==> src/rtl/baud_pkg.sv <==
package baud_pkg;

  localparam int CODE_W = 3;

  // Strobes passed from control to datapath
  typedef struct packed {
    logic refEn;   // divided-reference enable this cycle
    logic commit;  // wrap register written: load both values
  } baudStrobes_t;

  // Non-monotonic pre-divider code to divide ratio
  function automatic logic [CODE_W-1:0] divFromCode(input logic [CODE_W-1:0] code);
    case (code)
      3'b101:  divFromCode = 3'd1;
      3'b100:  divFromCode = 3'd2;
      3'b011:  divFromCode = 3'd3;
      3'b010:  divFromCode = 3'd4;
      3'b001:  divFromCode = 3'd5;
      3'b000:  divFromCode = 3'd6;
      3'b110:  divFromCode = 3'd7;
      default: divFromCode = 3'd1;  // spare code behaves as divide-by-1
    endcase
  endfunction

endpackage

==> src/rtl/baud_ctrl.sv <==
module baud_ctrl
  import baud_pkg::*;
#(
  parameter int REG_W = 16
) (
  input  logic                 clk,
  input  logic                 rstN,
  input  logic                 wrSel,
  input  logic                 wrStb,
  input  logic [REG_W-1:0]     wrData,
  input  logic [CODE_W-1:0]    divCode,
  output baudStrobes_t         strobes,
  output logic [REG_W-1:0]     incStaged
);

  localparam int CNT_W = CODE_W;

  logic [CNT_W-1:0] preCnt;
  logic [CNT_W-1:0] divLast;
  logic             refEnC;

  assign divLast = divFromCode(divCode) - CNT_W'(1);
  // >= so a code change to a shorter period never overshoots
  assign refEnC  = (preCnt >= divLast);

  always_ff @(posedge clk or negedge rstN) begin
    if (!rstN) begin
      preCnt <= '0;
    end else if (refEnC) begin
      preCnt <= '0;
    end else begin
      preCnt <= preCnt + CNT_W'(1);
    end
  end

  // Step value is only staged here; the datapath picks it up on commit
  always_ff @(posedge clk or negedge rstN) begin
    if (!rstN) begin
      incStaged <= '0;
    end else if (wrStb && !wrSel) begin
      incStaged <= wrData;
    end
  end

  always_comb begin
    strobes.refEn  = refEnC;
    strobes.commit = wrStb && wrSel;
  end

endmodule

==> src/rtl/baud_datapath.sv <==
module baud_datapath
  import baud_pkg::*;
#(
  parameter int REG_W = 16
) (
  input  logic              clk,
  input  logic              rstN,
  input  baudStrobes_t      strobes,
  input  logic [REG_W-1:0]  incStaged,
  input  logic [REG_W-1:0]  modData,
  output logic              tick
);

  // Two guard bits: step+1 and wrap+1 reach 2^REG_W, their sum 2^(REG_W+1)
  localparam int ACC_W = REG_W + 2;

  logic [REG_W-1:0] incAct;
  logic [REG_W-1:0] modAct;
  logic [ACC_W-1:0] acc;
  logic             armed;
  logic             tickQ;

  logic [ACC_W-1:0] step;
  logic [ACC_W-1:0] limit;
  logic [ACC_W-1:0] sum;
  logic [ACC_W-1:0] rem;
  logic [ACC_W-1:0] nextAcc;
  logic             wrap;

  always_comb begin
    step    = ACC_W'(incAct) + ACC_W'(1);
    limit   = ACC_W'(modAct) + ACC_W'(1);
    sum     = acc + step;
    wrap    = (sum >= limit);
    rem     = sum - limit;
    // Carry the remainder but keep it below limit, so acc stays bounded
    if (!wrap) begin
      nextAcc = sum;
    end else if (rem >= limit) begin
      nextAcc = ACC_W'(modAct);
    end else begin
      nextAcc = rem;
    end
  end

  always_ff @(posedge clk or negedge rstN) begin
    if (!rstN) begin
      incAct <= '0;
      modAct <= '0;
      acc    <= '0;
      armed  <= 1'b0;
      tickQ  <= 1'b0;
    end else if (strobes.commit) begin
      incAct <= incStaged;
      modAct <= modData;
      acc    <= '0;
      armed  <= 1'b1;
      tickQ  <= 1'b0;
    end else if (armed && strobes.refEn) begin
      acc    <= nextAcc;
      tickQ  <= wrap;
    end else begin
      tickQ  <= 1'b0;
    end
  end

  assign tick = tickQ;

endmodule

==> src/rtl/baud_tick_gen.sv <==
module baud_tick_gen
  import baud_pkg::*;
#(
  parameter int REG_W = 16
) (
  input  logic              clk,
  input  logic              rstN,
  input  logic              wrSel,
  input  logic              wrStb,
  input  logic [REG_W-1:0]  wrData,
  input  logic [2:0]        divCode,
  output logic              oversampleTick,
  output logic              refEnable
);

  baudStrobes_t     strobes;
  logic [REG_W-1:0] incStaged;

  baud_ctrl #(.REG_W(REG_W)) uCtrl (
    .clk       (clk),
    .rstN      (rstN),
    .wrSel     (wrSel),
    .wrStb     (wrStb),
    .wrData    (wrData),
    .divCode   (divCode),
    .strobes   (strobes),
    .incStaged (incStaged)
  );

  baud_datapath #(.REG_W(REG_W)) uDp (
    .clk       (clk),
    .rstN      (rstN),
    .strobes   (strobes),
    .incStaged (incStaged),
    .modData   (wrData),
    .tick      (oversampleTick)
  );

  assign refEnable = strobes.refEn;

endmodule

==> config.mk <==
export PLATFORM = sky130hd
export DESIGN_NAME = baud_tick_gen
export DESIGN_NICKNAME = d
export VERILOG_FILES = /design/src/rtl/baud_pkg.sv /design/src/rtl/baud_ctrl.sv /design/src/rtl/baud_datapath.sv /design/src/rtl/baud_tick_gen.sv
export SDC_FILE = /design/constraint.sdc
export NUM_CORES = 1
export LEC_CHECK = 0
export ABC_CLOCK_PERIOD_IN_PS = 6600
export BUFFER_PORTS_ARGS = -buffer_cell sky130_fd_sc_hd__buf_2
export CAP_MARGIN = 40
export CORE_MARGIN = 2
export CORE_UTILIZATION = 45
export CTS_BUF_LIST = sky130_fd_sc_hd__clkbuf_4 sky130_fd_sc_hd__clkbuf_8
export DETAILED_ROUTE_END_ITERATION = 10
export GPL_TIMING_DRIVEN = 0
export PLACE_DENSITY = 0.59
export SLEW_MARGIN = 40
export SYNTH_ARGS = -nofsm -noshare
export SYNTH_HDL_FRONTEND = slang
export SYNTH_SLANG_ARGS = --single-unit
==> constraint.sdc <==
create_clock -name clk -period 6.6 [get_ports clk]
set_input_delay 0.33 -clock clk [delete_from_list [all_inputs] [get_ports clk]]
set_output_delay 0.33 -clock clk [all_outputs]
set_load 0.02 [all_outputs]
After elaboration in Yosys (flattened, before gate mapping)
Index checks and enable logic that the tools add are counted.

Register bits after elaboration: 71. Bits of input ports: 23. Output and inout port bits: 2. Word-level logic and storage cells: 35.

Add/sub/neg operators: 6. Order comparisons: 3. Equal/unequal tests: 5. Mux-type cells: 8. Reduce and logical (&&, ||, !) cells: 6.

Operator list (count): $mux 18 (4); $ge 18x18->1 (2); $add 16x1->17 const B (2); $add 18x18->18 (1); $pmux 3 s6 (1); $sub 18x18->18 (1); $eq 3x2->1 const B (2); $eq 3x3->1 const B (2); $add 3x1->3 const B (1); $eq 3x1->1 const B (1); $ge 3x3->1 (1); $logic_and 1x1->1 (3); $logic_not 3->1 (1); $mux 3 (1); $sub 3x1->3 const B (1); $mux 1 (2); $reduce_bool 2->1 (1); $logic_not 1->1 (1).

Longest topological paths before layout
Gate-level depths: netlist of the first run.

Depth in word-level cells: 8. Depth in mapped cells: 32.

Hierarchy
Synthesis of the first run repeated with hierarchy kept, for this count alone.

Cell total of the unflattened synthesis: 539. Area total of the unflattened synthesis: 5554.1 µm².

Modules (own cells, without submodules): baud_datapath (times used 1, cells each 480, area an instance 4634.4 µm², sequential area each 1301.2 µm²); baud_ctrl (times used 1, cells each 59, area an instance 919.6 µm², sequential area each 475.5 µm²).

Least setup slack after synthesis of the first run
Ideal clock, no wire load.

Path type: flip-flop to flip-flop. Start point: register uDp.incAct[0]. End point: register uDp.acc[10]. Setup time: 134 ps. Arrival: 5769 ps. Path slack: 696 ps. Stages on the path, launching flop included: 30. Clock period less this slack: 5904 ps. Cells stage by stage: dfrtp_1 -> ha_1 -> nand3_1 -> nor2_1 -> and3_1 -> nand3_1 -> xnor2_1 -> ha_1 -> nand2_1 -> o21a_1 -> a31oi_1 -> xor2_1 -> ha_1 -> and4_1 -> and4_1 -> a221oi_4 -> o21bai_1 -> a21oi_1 -> xor2_1 -> inv_1 -> ha_1 -> nand4_1 -> nor2_1 -> a211oi_1 -> nand3_1 -> a21oi_1 -> a21oi_2 -> o211ai_2 -> buf_6 -> o221ai_2.

Word-level cells in the longest chain between the ends: 8. Elaborated cells between the ends (all ways): 9. Classes of those cells: add/sub: 3; order compare: 2; mux: 4.

Ends and longest elaborated chain: from (decl) (line baud_datapath.sv:17) `logic [REG_W-1:0] incAct;`; from (signal assigned) (line baud_datapath.sv:54) `incAct <= incStaged;`; $add 16x1->17 * (line baud_datapath.sv:31) `step = ACC_W'(incAct) + ACC_W'(1);`; $add 18x18->18 * (line baud_datapath.sv:33) `sum = acc + step;`; $sub 18x18->18 (line baud_datapath.sv:35) `rem = sum - limit;`; $ge 18x18->1 (line baud_datapath.sv:39) `end else if (rem >= limit) begin`; $mux 18 (line baud_datapath.sv:39); $mux 18 * (line baud_datapath.sv:37) `if (!wrap) begin`; $mux 18 * (line baud_datapath.sv:59) `end else if (armed && strobes.refEn) begin`; $mux 18 * (line baud_datapath.sv:53) `end else if (strobes.commit) begin`; to (signal assigned) (line baud_datapath.sv:60) `acc <= nextAcc;`; to (decl) (line baud_datapath.sv:19) `logic [ACC_W-1:0] acc;`.

Every way passes the cells marked *; elsewhere a longest branch is shown, timed or not. The select of a mux whose other input is x is not followed. A chain may end at the register's enable or synchronous reset.

Worst setup path after layout of the first run
Start point: register uDp.incAct[0]. End point: register uDp.acc[0].

The elaborated chain is that of the path after synthesis.

==> out/qor_table.md, run 1 <==
| Item | Reported | Unit |
|:---|:---|:---|
| DRC violations left | 0 | - |
| Ratio of routed vias to standard cells | 5.67 | - |
| Number of cells on the worst reg-to-reg path | 27 | - |
| Worst reg-to-reg setup slack | 0.29 | ns |
| Multiplexer area fraction after synthesis | 6.43 | % |
| Post-detail-place hpwl | 11300 | um |
| Effective utilization at floorplan | 45.9 | % |
| Top cells by area in the synthesized netlist | sky130_fd_sc_hd__dfrtp_1 31%, sky130_fd_sc_hd__ha_1 13%, sky130_fd_sc_hd__mux2_2 6.1% | - |
| Leftover overflow at the end of global routing | 0 | - |
| Avg Inst Size Synth | 9.40 | um2 |
| 1st-pass router iterations | 5 | - |
| Cells after synthesis | 611 | - |
| DRT Wirelength | 14100 | um |
| IO buf count | 24 | - |
| Net count, final | 742 | - |
| Nets in the synthesized netlist | 695 | - |
| Type of the worst setup path | reg -> reg | - |
| Maximum Capacitance Violations | 0 | - |
| Upper clock frequency limit | 0.158 | GHz |
| Compound-gate portion of the synthesized area | 21.4 | % |
| Overall die height | 117 | um |
| Worst min path class | in -> reg | - |
| Total GRT Usage | 21.7 | % |
| Dominant combinational cell family by area after synthesis | compound AO/OA/AOI/OAI gates | - |
| Fraction of layout cells with a size suffix above 1 | 19.9 | % |
| Async set-or-reset flop fraction in the synthesized netlist | 100 | % |
| Biggest area consumer among synthesized cells | sky130_fd_sc_hd__dfrtp_1 | - |
| Maximum number of buffers from clock root to sink | 2 | - |
| Count of H-tree levels built during CTS | 3 | - |
| Synth cell types | 65 | - |
| Number of antenna violations at the first check in global routing | 0 | - |
| Launch point of the critical path | uDp.incAct[0] | - |
| Clock transition time at the flip-flop clock pins of the worst setup and hold paths | 0.08 | ns |
| Clock latency at the later pin of the worst-skew pair | 0.36 | ns |
| Arrival time reported for the critical path endpoint | 6.54 | ns |
| Ys Warns | 0 | - |
| Clock tree skew after final layout | 0.0102 | ns |
| Worst Tran Pin Value | 0.721 | ns |
| Fin crit period | 6.31 | ns |
| Share of the yosys chip area belonging to registers | 30.9 | % |
| Clock tree from TritonCTS | built | - |
| Seq cells post-synth | 71 | - |
| Worst R2R Start | uDp.incAct[0] | - |
| Total Die Area | 13700 | um2 |
| Total vias in the final route | 4729 | - |
| Final Util | 52.0 | % |
| Antenna Diode Count | 0 | - |
| Number of sinks handled by clock tree synthesis | 71 | - |
| Top-count cell post-synth | sky130_fd_sc_hd__dfrtp_1 | - |
| Detailed-route wire length per cell | 17.0 | um |
| Critical path endpoint category | register | - |
| Netlist Area Pre-Place | 5740 | um2 |
| Max-slew headroom | 51.5 | % |
| Final weighted congestion in routability-driven placement | 0.873 | - |
| Via count of the first global-routing pass | 4474 | - |
| Most used DFF post-synth | sky130_fd_sc_hd__dfrtp_1 | - |
| Critical Path End | uDp.acc[0] | - |
| Hold slack final | 0.187 | ns |
| Number of placed instances with taps included | 808 | - |
| Setup violation total in the final timing report | 0 | - |
| Final std cells w/o fill | 834 | - |
| Num CTS Buffers | 9 | - |
| Antenna Violating Nets Remaining | 0 | - |
| Core area | 12500 | um2 |
| Crit path launch type | register | - |
| Io pins | 25 | - |
| Hold violation total from the final report | 0 | - |
| Site row count | 41 | - |
| Post-synthesis simple-gate area fraction | 14.5 | % |
| Maximum number of pins on one net before global-route repair | 38 | - |
| CP required | 6.83 | ns |
| Reg-to-reg endpoint | uDp.acc[0] | - |
| Global-route wire length before repair | 22700 | um |
| Post-synth EDFFs | 0 | - |
| Final count of pins violating max slew | 0 | - |
| Layout overhead on the synthesized area | 13.5 | % |
| Adder-cell area share of the yosys netlist | 13.6 | % |
| Share of the cycle needed by the critical path after routing | 95.7 | % |
| Fraction of synthesized cell area taken by the top area cell type | 30.9 | % |
| Fraction of synthesized cell area in xor and xnor cells | 8.96 | % |
| Cell types with the highest counts after synthesis | 71 x sky130_fd_sc_hd__dfrtp_1, 59 x sky130_fd_sc_hd__ha_1, 46 x sky130_fd_sc_hd__inv_1 | - |
| DR iter-0 viols | 311 | - |
| Root buf cell | sky130_fd_sc_hd__clkbuf_8 | - |
| Crit path max fanout | 8 | - |
| Die Wd | 117 | um |
| Run status | complete, no violations | - |
per-stage QoR:
step	instance area, um2	setup TNS (ns)	setup slack, ns
floorplan	5740	0	0.696
global placement	6080	-5.73	-0.428
detailed placement	6100	-6.50	-0.476
CTS	6380	0	0.0301
global route	6520	-0.488	-0.0580
finish	6520	0	0.286
routing by layer:
metal	part of all wire (%)	global-route usage, %
met2	46	35.6
met5	0	0
met3	4.2	2.01
met4	1.9	7.53
met1	48	30.3
flip-flops by register name (all words and copies together) (netlist names):
signal	cells
uCtrl.incStaged	16
uDp.armed	1
uDp.incAct	16
uCtrl.preCnt	3
uDp.acc	18
uDp.tick	1
uDp.modAct	16
worst max-delay path, cell delays in order (launching register included):
cell and delay, ns:
sky130_fd_sc_hd__dfrtp_1 0.42, sky130_fd_sc_hd__ha_1 0.37, sky130_fd_sc_hd__fa_1 0.44, sky130_fd_sc_hd__a21oi_1 0.25
sky130_fd_sc_hd__o211ai_1 0.20, sky130_fd_sc_hd__nor4_1 0.32, sky130_fd_sc_hd__a21bo_2 0.23, sky130_fd_sc_hd__nand2_1 0.09
sky130_fd_sc_hd__xor2_2 0.22, sky130_fd_sc_hd__ha_1 0.26, sky130_fd_sc_hd__buf_2 0.16, sky130_fd_sc_hd__and4_1 0.20
sky130_fd_sc_hd__and4_1 0.27, sky130_fd_sc_hd__a221oi_4 0.35, sky130_fd_sc_hd__o21bai_1 0.09, sky130_fd_sc_hd__a21oi_1 0.18
sky130_fd_sc_hd__xor2_1 0.24, sky130_fd_sc_hd__inv_1 0.07, sky130_fd_sc_hd__ha_1 0.30, sky130_fd_sc_hd__nand4_1 0.16
sky130_fd_sc_hd__nor2_1 0.08, sky130_fd_sc_hd__a211oi_2 0.21, sky130_fd_sc_hd__nand3_2 0.14, sky130_fd_sc_hd__a21oi_4 0.20
sky130_fd_sc_hd__nand4_1 0.21, sky130_fd_sc_hd__o211ai_4 0.17, sky130_fd_sc_hd__buf_4 0.19, sky130_fd_sc_hd__o221ai_1 0.12
cell families (layout without fill, tap and decap cells):
kind of cell | Yosys count | count (layout)
buffers and inverters | 59 | 110
muxes | 33 | 33
adders and majority gates | 61 | 61
AOI/OAI and AO/OA | 163 | 163
xor gates and xnor gates | 57 | 57
DFF | 71 | 71
and+or+nand+nor | 167 | 167
layout by cell type (no fill, tap or decap), drive strengths merged, types with 2 or more instances in the layout:
cell,instances
clkbuf,19
o21a,5
o21ai,38
a21oi,36
o31a,3
nand3,26
mux2,31
bufinv,2
dfrtp,71
a31oi,4
nand4,14
a211oi,9
nor2,36
nand2,43
and2,4
xor2,17
and4,3
nor4,5
xnor2,39
a22oi,15
a21o,14
nor2b,3
o211ai,8
nor3,15
a31o,2
nand2b,8
fa,2
and3,6
clkinvlp,2
o221ai,14
buf,39
inv,46
o21bai,3
mux2i,2
ha,59
a311oi,2
area by class of cell:
class                           instances  area (um2)
Clock buffer                           10         131
Timing Repair Buffer                   36         231
Tap cell                              172         215
Multi-Input combinational cell        481        3830
Inverter                               46         173
Fill cell                            1187        6000
Clock inverter                          5        83.8
Buffer                                 13        70.1
Sequential cell                        71        1780
timing repair:
action | CTS | global route
hold buffers | 1 | 0
setup endpoints to repair | 16 | 17
gates resized for setup | 6 | 15
endpoints found under the hold margin | 34 | 0
setup buffers | 2 | 8
pin swaps | 2 | 6
how the worst min path moves through the flow:
stage	to	startpoint	cells past startpoint	slack, ns
2_1_floorplan	uCtrl.incStaged[0]	rstN	0	0.03
3_3_place_gp	uCtrl.preCnt[0]	uCtrl.preCnt[0]	1	0.45
3_5_place_dp	uCtrl.incStaged[1]	rstN	1	0.25
4_1_cts	uDp.modAct[0]	wrData[0]	3	0.19
5_1_grt	uDp.modAct[9]	wrData[9]	3	0.20
6_report	uDp.modAct[0]	wrData[0]	3	0.19
Power of run 1 is not shown: default switching activity piles up to over one toggle a cycle in this logic, so the estimate is an artifact.
==> run 2: changes to the inputs <==
--- a/config.mk
+++ b/config.mk
@@ -10,7 +10,7 @@
 export CAP_MARGIN = 40
 export CORE_MARGIN = 2
 export CORE_UTILIZATION = 45
-export CTS_BUF_LIST = sky130_fd_sc_hd__clkbuf_4 sky130_fd_sc_hd__clkbuf_8
+export CTS_BUF_LIST = sky130_fd_sc_hd__clkbuf_4
 export DETAILED_ROUTE_END_ITERATION = 10
 export GPL_TIMING_DRIVEN = 0
 export PLACE_DENSITY = 0.59
==> run 2 against run 1 <==
  * Via count hardly changed
  * Global-route usage is 0.16 points lower
  * Sequential share of layout area is 0.23 points higher
  * Critical endpoint is now uDp.acc[11]
==> out/qor_table.md, run 2 (synthesis gave the netlist of run 1 again) <==
| Item | Reported | Unit |
|:---|:---|:---|
| CP required | 6.90 | ns |
| DRC violations left | 0 | - |
| Worst min path class | in -> reg | - |
| Fin crit period | 6.29 | ns |
| Worst reg-to-reg setup slack | 0.31 | ns |
| Worst path most repeated cell | sky130_fd_sc_hd__ha_1 | - |
| Arrival time reported for the critical path endpoint | 6.59 | ns |
| Count of H-tree levels built during CTS | 3 | - |
| Number of placed instances with taps included | 808 | - |
| Number of cells on the worst reg-to-reg path | 27 | - |
| Worst Tran Pin Value | 0.705 | ns |
| Depth of the worst hold-timing path | 3 | - |
| Post-Route Setup TNS | 0 | ns |
| End point of the worst hold path | uDp.modAct[0] | - |
| 1st-pass router iterations | 5 | - |
| Clock transition time at the flip-flop clock pins of the worst setup and hold paths | 0.13 | ns |
| Layout overhead on the synthesized area | 12.5 | % |
| Fraction of layout cells with a size suffix above 1 | 19.9 | % |
| Placed standard-cell area | 6100 | um2 |
| Detailed-route wire length per cell | 16.8 | um |
| Root buf cell | sky130_fd_sc_hd__clkbuf_4 | - |
| Largest stage delay on the critical path | 0.44 | ns |
| Site row count | 41 | - |
| Num CTS Buffers | 9 | - |
| Most frequent cells in the layout | 71 x sky130_fd_sc_hd__dfrtp_1, 57 x sky130_fd_sc_hd__ha_1, 46 x sky130_fd_sc_hd__inv_1 | - |
| Final count of pins violating max slew | 0 | - |
| Final std cells w/o fill | 835 | - |
| Core area | 12500 | um2 |
| Maximum number of pins on one net before global-route repair | 38 | - |
| Antenna Violating Nets Remaining | 0 | - |
| Startpoint of the worst hold path | wrData[0] | - |
| Final weighted congestion in routability-driven placement | 0.873 | - |
| DR iter-0 viols | 356 | - |
| Ratio of routed vias to standard cells | 5.66 | - |
| Worst setup slack after layout | 0.306 | ns |
| Number of sinks handled by clock tree synthesis | 71 | - |
| Setup violation total in the final timing report | 0 | - |
| Via count of the first global-routing pass | 4432 | - |
| Global-route wire length before repair | 22500 | um |
| Maximum number of buffers from clock root to sink | 2 | - |
| Run status | complete, no violations | - |
| Type of the worst setup path | reg -> reg | - |
| Slowest-stage cell, CP | sky130_fd_sc_hd__dfrtp_1 | - |
| Clock latency at the later pin of the worst-skew pair | 0.44 | ns |
| Io pins | 25 | - |
| Clock tree skew after final layout | 0.0207 | ns |
| Crit path max fanout | 10 | - |
| Critical path endpoint category | register | - |
| IO buf count | 24 | - |
| Number of flip-flops in the largest register | 18 | - |
| Overall die height | 117 | um |
| Worst R2R Start | uDp.incAct[0] | - |
| Max-slew headroom | 52.5 | % |
| Die Wd | 117 | um |
| Total GRT Usage | 21.6 | % |
| Clock tree from TritonCTS | built | - |
| # fillers | 1195 | - |
| Post-place setup slack | -0.476 | ns |
| Maximum Capacitance Violations | 0 | - |
| Net count, final | 742 | - |
| Register ranked first by flip-flop count | uDp.acc | - |
| Total Die Area | 13700 | um2 |
| Number of antenna violations at the first check in global routing | 0 | - |
| Final Instance Area | 6460 | um2 |
| Effective utilization at floorplan | 45.9 | % |
| Post-detail-place hpwl | 11300 | um |
| Upper clock frequency limit | 0.159 | GHz |
| Most common cell after layout, fill and taps aside | sky130_fd_sc_hd__dfrtp_1 | - |
| Crit path launch type | register | - |
| Reg-to-reg endpoint | uDp.acc[11] | - |
| Share of the cycle needed by the critical path after routing | 95.4 | % |
| Hold violation total from the final report | 0 | - |
| DRT Wirelength | 14000 | um |
| Total vias in the final route | 4728 | - |
| Leftover overflow at the end of global routing | 0 | - |
-- run 2: cell count changes in the layout (fill, tap and decap cells not counted), sizes merged --
cell and change:
diode +1
-- run 2: area by class of cell --
type	instances	area, um2	area share [%]
plain buffers	13	70.1	1.08
clock buffers	10	75.1	1.16
well taps	172	215	3.33
clock inverters	5	83.8	1.30
flip-flops and latches	71	1780	27.5
repair buffers	36	231	3.58
multi-input cells	481	3830	59.3
inverters	46	173	2.67
diodes	1	2.50	0.0387
-- run 2: routing by layer --
metal | part of all wire (%) | wire length [um] | vias to the layer above | GRT usage [%]
met3 | 3.3 | 467 | 18 | 1.85
met1 | 49 | 6840 | 2278 | 30.2
met2 | 46 | 6440 | 92 | 35.3
met5 | 0 | 0 | - | 0
li1 | - | - | 2340 | -
met4 | 2.1 | 288 | 0 | 7.53
-- run 2: how the worst max path moves through the flow --
stage	end	slack [ns]	from
3_3_place_gp	uDp.acc[12]	-0.43	uDp.incAct[0]
3_5_place_dp	uDp.acc[10]	-0.48	uDp.incAct[0]
6_report	uDp.acc[11]	0.31	uDp.incAct[0]
2_1_floorplan	uDp.acc[10]	0.70	uDp.incAct[0]
5_1_grt	uDp.acc[11]	-0.04	uDp.incAct[0]
4_1_cts	uDp.acc[11]	0.01	uDp.incAct[0]
-- run 2: critical path: cells and delay by family (launching register included) --
family                   cells  cell delay [ns]
buffers and inverters        3             0.42
adder cells (fa/ha/maj)      4             1.38
AND/OR/NAND/NOR              8             1.49
flip-flops                   1             0.44
AO/OA/AOI/OAI               10             1.96
XOR/XNOR                     2             0.46
-- run 2: per-stage QoR --
step,hold WS [ns],utilization (%)
floorplan,0.0344,-
finish,0.104,51.6
detailed placement,0.246,48.8
global route,0.115,51.6
global placement,0.451,48.6
CTS,0.0984,50.6
-- run 2: timing repair --
action / 4_1_cts / 5_1_grt
setup endpoints to repair: 16 / 17
hold buffers: 1 / 0
pin swaps: 2 / 7
endpoints found under the hold margin: 34 / 0
resized for setup: 6 / 15
setup buffers: 2 / 8
Power of run 2 is left out for the same reason.
==> run 3: changes to the inputs <==
--- a/config.mk
+++ b/config.mk
@@ -5,6 +5,7 @@
 export SDC_FILE = /design/constraint.sdc
 export NUM_CORES = 1
 export LEC_CHECK = 0
+export ABC_AREA = 1
 export ABC_CLOCK_PERIOD_IN_PS = 6600
 export BUFFER_PORTS_ARGS = -buffer_cell sky130_fd_sc_hd__buf_2
 export CAP_MARGIN = 40
==> run 3 against run 2 <==
  * Non-clock buffer count shrank 6
  * Clock skew shrank 0.0082 ns
  * Die area grew 5.9%
  * Sequential cell count is the same
  * Cell count grew 29%
  * First-iteration DRC count shrank 9.3%
  * Critical path depth grew 5
  * Fmax grew 10%
  * Sequential share of layout area shrank 0.58 points
  * Via count grew 13%
==> out/qor_table.md, run 3 <==
| Item | Reported | Unit |
|:---|:---|:---|
| Total vias in the final route | 5326 | - |
| Site row count | 42 | - |
| Post-detail-place hpwl | 12600 | um |
| CP required | 6.90 | ns |
| 1st-pass router iterations | 4 | - |
| Slowest-stage cell, CP | sky130_fd_sc_hd__dfrtp_1 | - |
| Max-slew headroom | 62.9 | % |
| Count of H-tree levels built during CTS | 3 | - |
| Fraction of layout cells with a size suffix above 1 | 10.4 | % |
| Setup violation total in the final timing report | 0 | - |
| Maximum number of pins on one net before global-route repair | 49 | - |
| Worst min path class | in -> reg | - |
| Total GRT Usage | 21.9 | % |
| Hold violation total from the final report | 0 | - |
| Critical path endpoint category | register | - |
| Io pins | 25 | - |
| Post-synth EDFFs | 0 | - |
| Number of sinks handled by clock tree synthesis | 71 | - |
| Clock tree from TritonCTS | built | - |
| Arrival time reported for the critical path endpoint | 6.00 | ns |
| Global-route wire length before repair | 25300 | um |
| DR iter-0 viols | 323 | - |
| Clock transition time at the flip-flop clock pins of the worst setup and hold paths | 0.12 | ns |
| Number of flip-flops in the largest register | 18 | - |
| IO buf count | 24 | - |
| Core area | 13200 | um2 |
| Biggest area consumer among synthesized cells | sky130_fd_sc_hd__dfrtp_1 | - |
| Num CTS Buffers | 9 | - |
| Total Die Area | 14500 | um2 |
| Clock latency at the later pin of the worst-skew pair | 0.41 | ns |
| Clock tree skew after final layout | 0.0124 | ns |
| Number of antenna violations at the first check in global routing | 0 | - |
| Worst setup slack after layout | 0.898 | ns |
| Largest stage delay on the critical path | 0.43 | ns |
| Type of the worst setup path | reg -> reg | - |
| Effective utilization at floorplan | 46.0 | % |
| Most common cell after layout, fill and taps aside | sky130_fd_sc_hd__nand2_1 | - |
| Netlist Area Pre-Place | 6090 | um2 |
| Overall die height | 120 | um |
| Fraction of synthesized cell area taken by the top area cell type | 29.2 | % |
| Worst Tran Pin Value | 0.557 | ns |
| Async set-or-reset flop fraction in the synthesized netlist | 100 | % |
| Final count of pins violating max slew | 0 | - |
| Top cells by area in the synthesized netlist | sky130_fd_sc_hd__dfrtp_1 29%, sky130_fd_sc_hd__nand2_1 16%, sky130_fd_sc_hd__ha_1 12% | - |
| Ys Warns | 0 | - |
| Layout overhead on the synthesized area | 8.34 | % |
| Run status | complete, no violations | - |
| Fin crit period | 5.70 | ns |
| Share of the cycle needed by the critical path after routing | 86.4 | % |
| Register ranked first by flip-flop count | uDp.acc | - |
| Cell types with the highest counts after synthesis | 254 x sky130_fd_sc_hd__nand2_1, 111 x sky130_fd_sc_hd__inv_1, 71 x sky130_fd_sc_hd__dfrtp_1 | - |
| Share of the yosys chip area belonging to registers | 29.2 | % |
| Via count of the first global-routing pass | 5318 | - |
| Post-place setup slack | 0.865 | ns |
| Antenna Violating Nets Remaining | 0 | - |
| Unrepaired setup endpoints after global routing | false | - |
| Upper clock frequency limit | 0.175 | GHz |
| DRT Wirelength | 15000 | um |
| Leftover overflow at the end of global routing | 0 | - |
| Worst path most repeated cell | sky130_fd_sc_hd__nand2_1 | - |
| Final weighted congestion in routability-driven placement | 0.899 | - |
| Detailed-route wire length per cell | 13.9 | um |
| Most used DFF post-synth | sky130_fd_sc_hd__dfrtp_1 | - |
| Crit path launch type | register | - |
| Synth cell types | 44 | - |
| Post-Route Setup TNS | 0 | ns |
| DRC violations left | 0 | - |
| Most frequent cells in the layout | 254 x sky130_fd_sc_hd__nand2_1, 111 x sky130_fd_sc_hd__inv_1, 71 x sky130_fd_sc_hd__dfrtp_1 | - |
| Seq cells post-synth | 71 | - |
| Top-count cell post-synth | sky130_fd_sc_hd__nand2_1 | - |
| Ratio of routed vias to standard cells | 4.93 | - |
| Cells after synthesis | 861 | - |
| Root buf cell | sky130_fd_sc_hd__clkbuf_4 | - |
| Nets in the synthesized netlist | 945 | - |
| Maximum number of buffers from clock root to sink | 2 | - |
| Maximum Capacitance Violations | 0 | - |
| Die Wd | 120 | um |
| Avg Inst Size Synth | 7.08 | um2 |
| Net count, final | 982 | - |
| Post-CTS Repair Setup Buffers | 0 | - |
| Crit path max fanout | 10 | - |
-- run 3: cell types whose count changed in the layout (fill, tap and decap cells not counted), sizes merged, moves of 20 or more --
cell | before | now
inv | 46 | 119
nand3 | 26 | 64
nand2 | 43 | 276
xnor2 | 39 | 18
o21ai | 38 | 64
xor2 | 17 | 37
mux2 | 31 | 0
-- run 3: cell type report --
| cell class | count | area (um2) |
|---|---|---|
| Timing Repair Buffer | 26 | 164 |
| Antenna cell | 1 | 2.50 |
| Multi-Input combinational cell | 654 | 3770 |
| Tap cell | 176 | 220 |
| Sequential cell | 71 | 1780 |
| Clock buffer | 10 | 75.1 |
| Fill cell | 1404 | 6640 |
| Buffer | 17 | 100 |
| Inverter | 119 | 447 |
| Clock inverter | 6 | 46.3 |
-- run 3: path summary, 6_finish.rpt --
check,from,to,slack (ns),cells past startpoint
hold / removal,wrData[14],uDp.modAct[14],0.18,3
hold reg to reg,uCtrl.preCnt[0],uCtrl.preCnt[0],0.48,1
setup / recovery,uDp.incAct[2],uDp.acc[12],0.90,32
setup reg to reg,uDp.incAct[2],uDp.acc[12],0.90,32
max in group asynchronous,rstN,uCtrl.incStaged[10],5.76,3
min in group asynchronous,rstN,uDp.armed,0.33,2
-- run 3: repair_timing --
action | in CTS | in global routing
resized for setup | 0 | 0
hold buffers | 1 | 0
hold endpoints to repair | 23 | 0
-- run 3: routing by layer --
metal  vias to the layer above  share of wire (%)  global-route usage [%]
met4                         0               0.33                    4.14
met3                         2                5.3                    2.26
met2                        78                 48                    38.2
met5                         -                  0                       0
met1                      2412                 46                    29.7
li1                       2834                  -                       -
-- run 3: kinds of logic (layout without fill, tap and decap cells) --
logic type / after synthesis / count (layout) / synth area share [%]
flops: 71 / 71 / 29.2
fa+ha+maj: 61 / 61 / 12.8
buf+inv: 136 / 178 / 8.97
simple gates: 414 / 414 / 30.0
other cells: 0 / 1 / 0
xor+xnor: 55 / 55 / 7.91
compound gates: 124 / 124 / 11.2
-- run 3: critical path: cells and delay by family (launching register included) --
kind,cells,cell delay (ns)
adders and majority gates,3,0.98
AOI/OAI and AO/OA,5,0.94
DFF,1,0.43
buffers and inverters,2,0.26
and+or+nand+nor,20,2.66
xor gates and xnor gates,2,0.33
-- run 3: stage by stage --
step / hold slack, ns / cells / cell area, um2 / util, %
detailed placement: 0.210 / 1062 / 6470 / 48.8
global route: 0.136 / 1079 / 6600 / 49.8
global placement: 0.448 / 1061 / 6430 / 48.6
finish: 0.177 / 1080 / 6600 / 49.8
floorplan: 0.0344 / 861 / 6090 / -
CTS: 0.137 / 1079 / 6600 / 49.8
Power of run 3 is left out for the same reason.
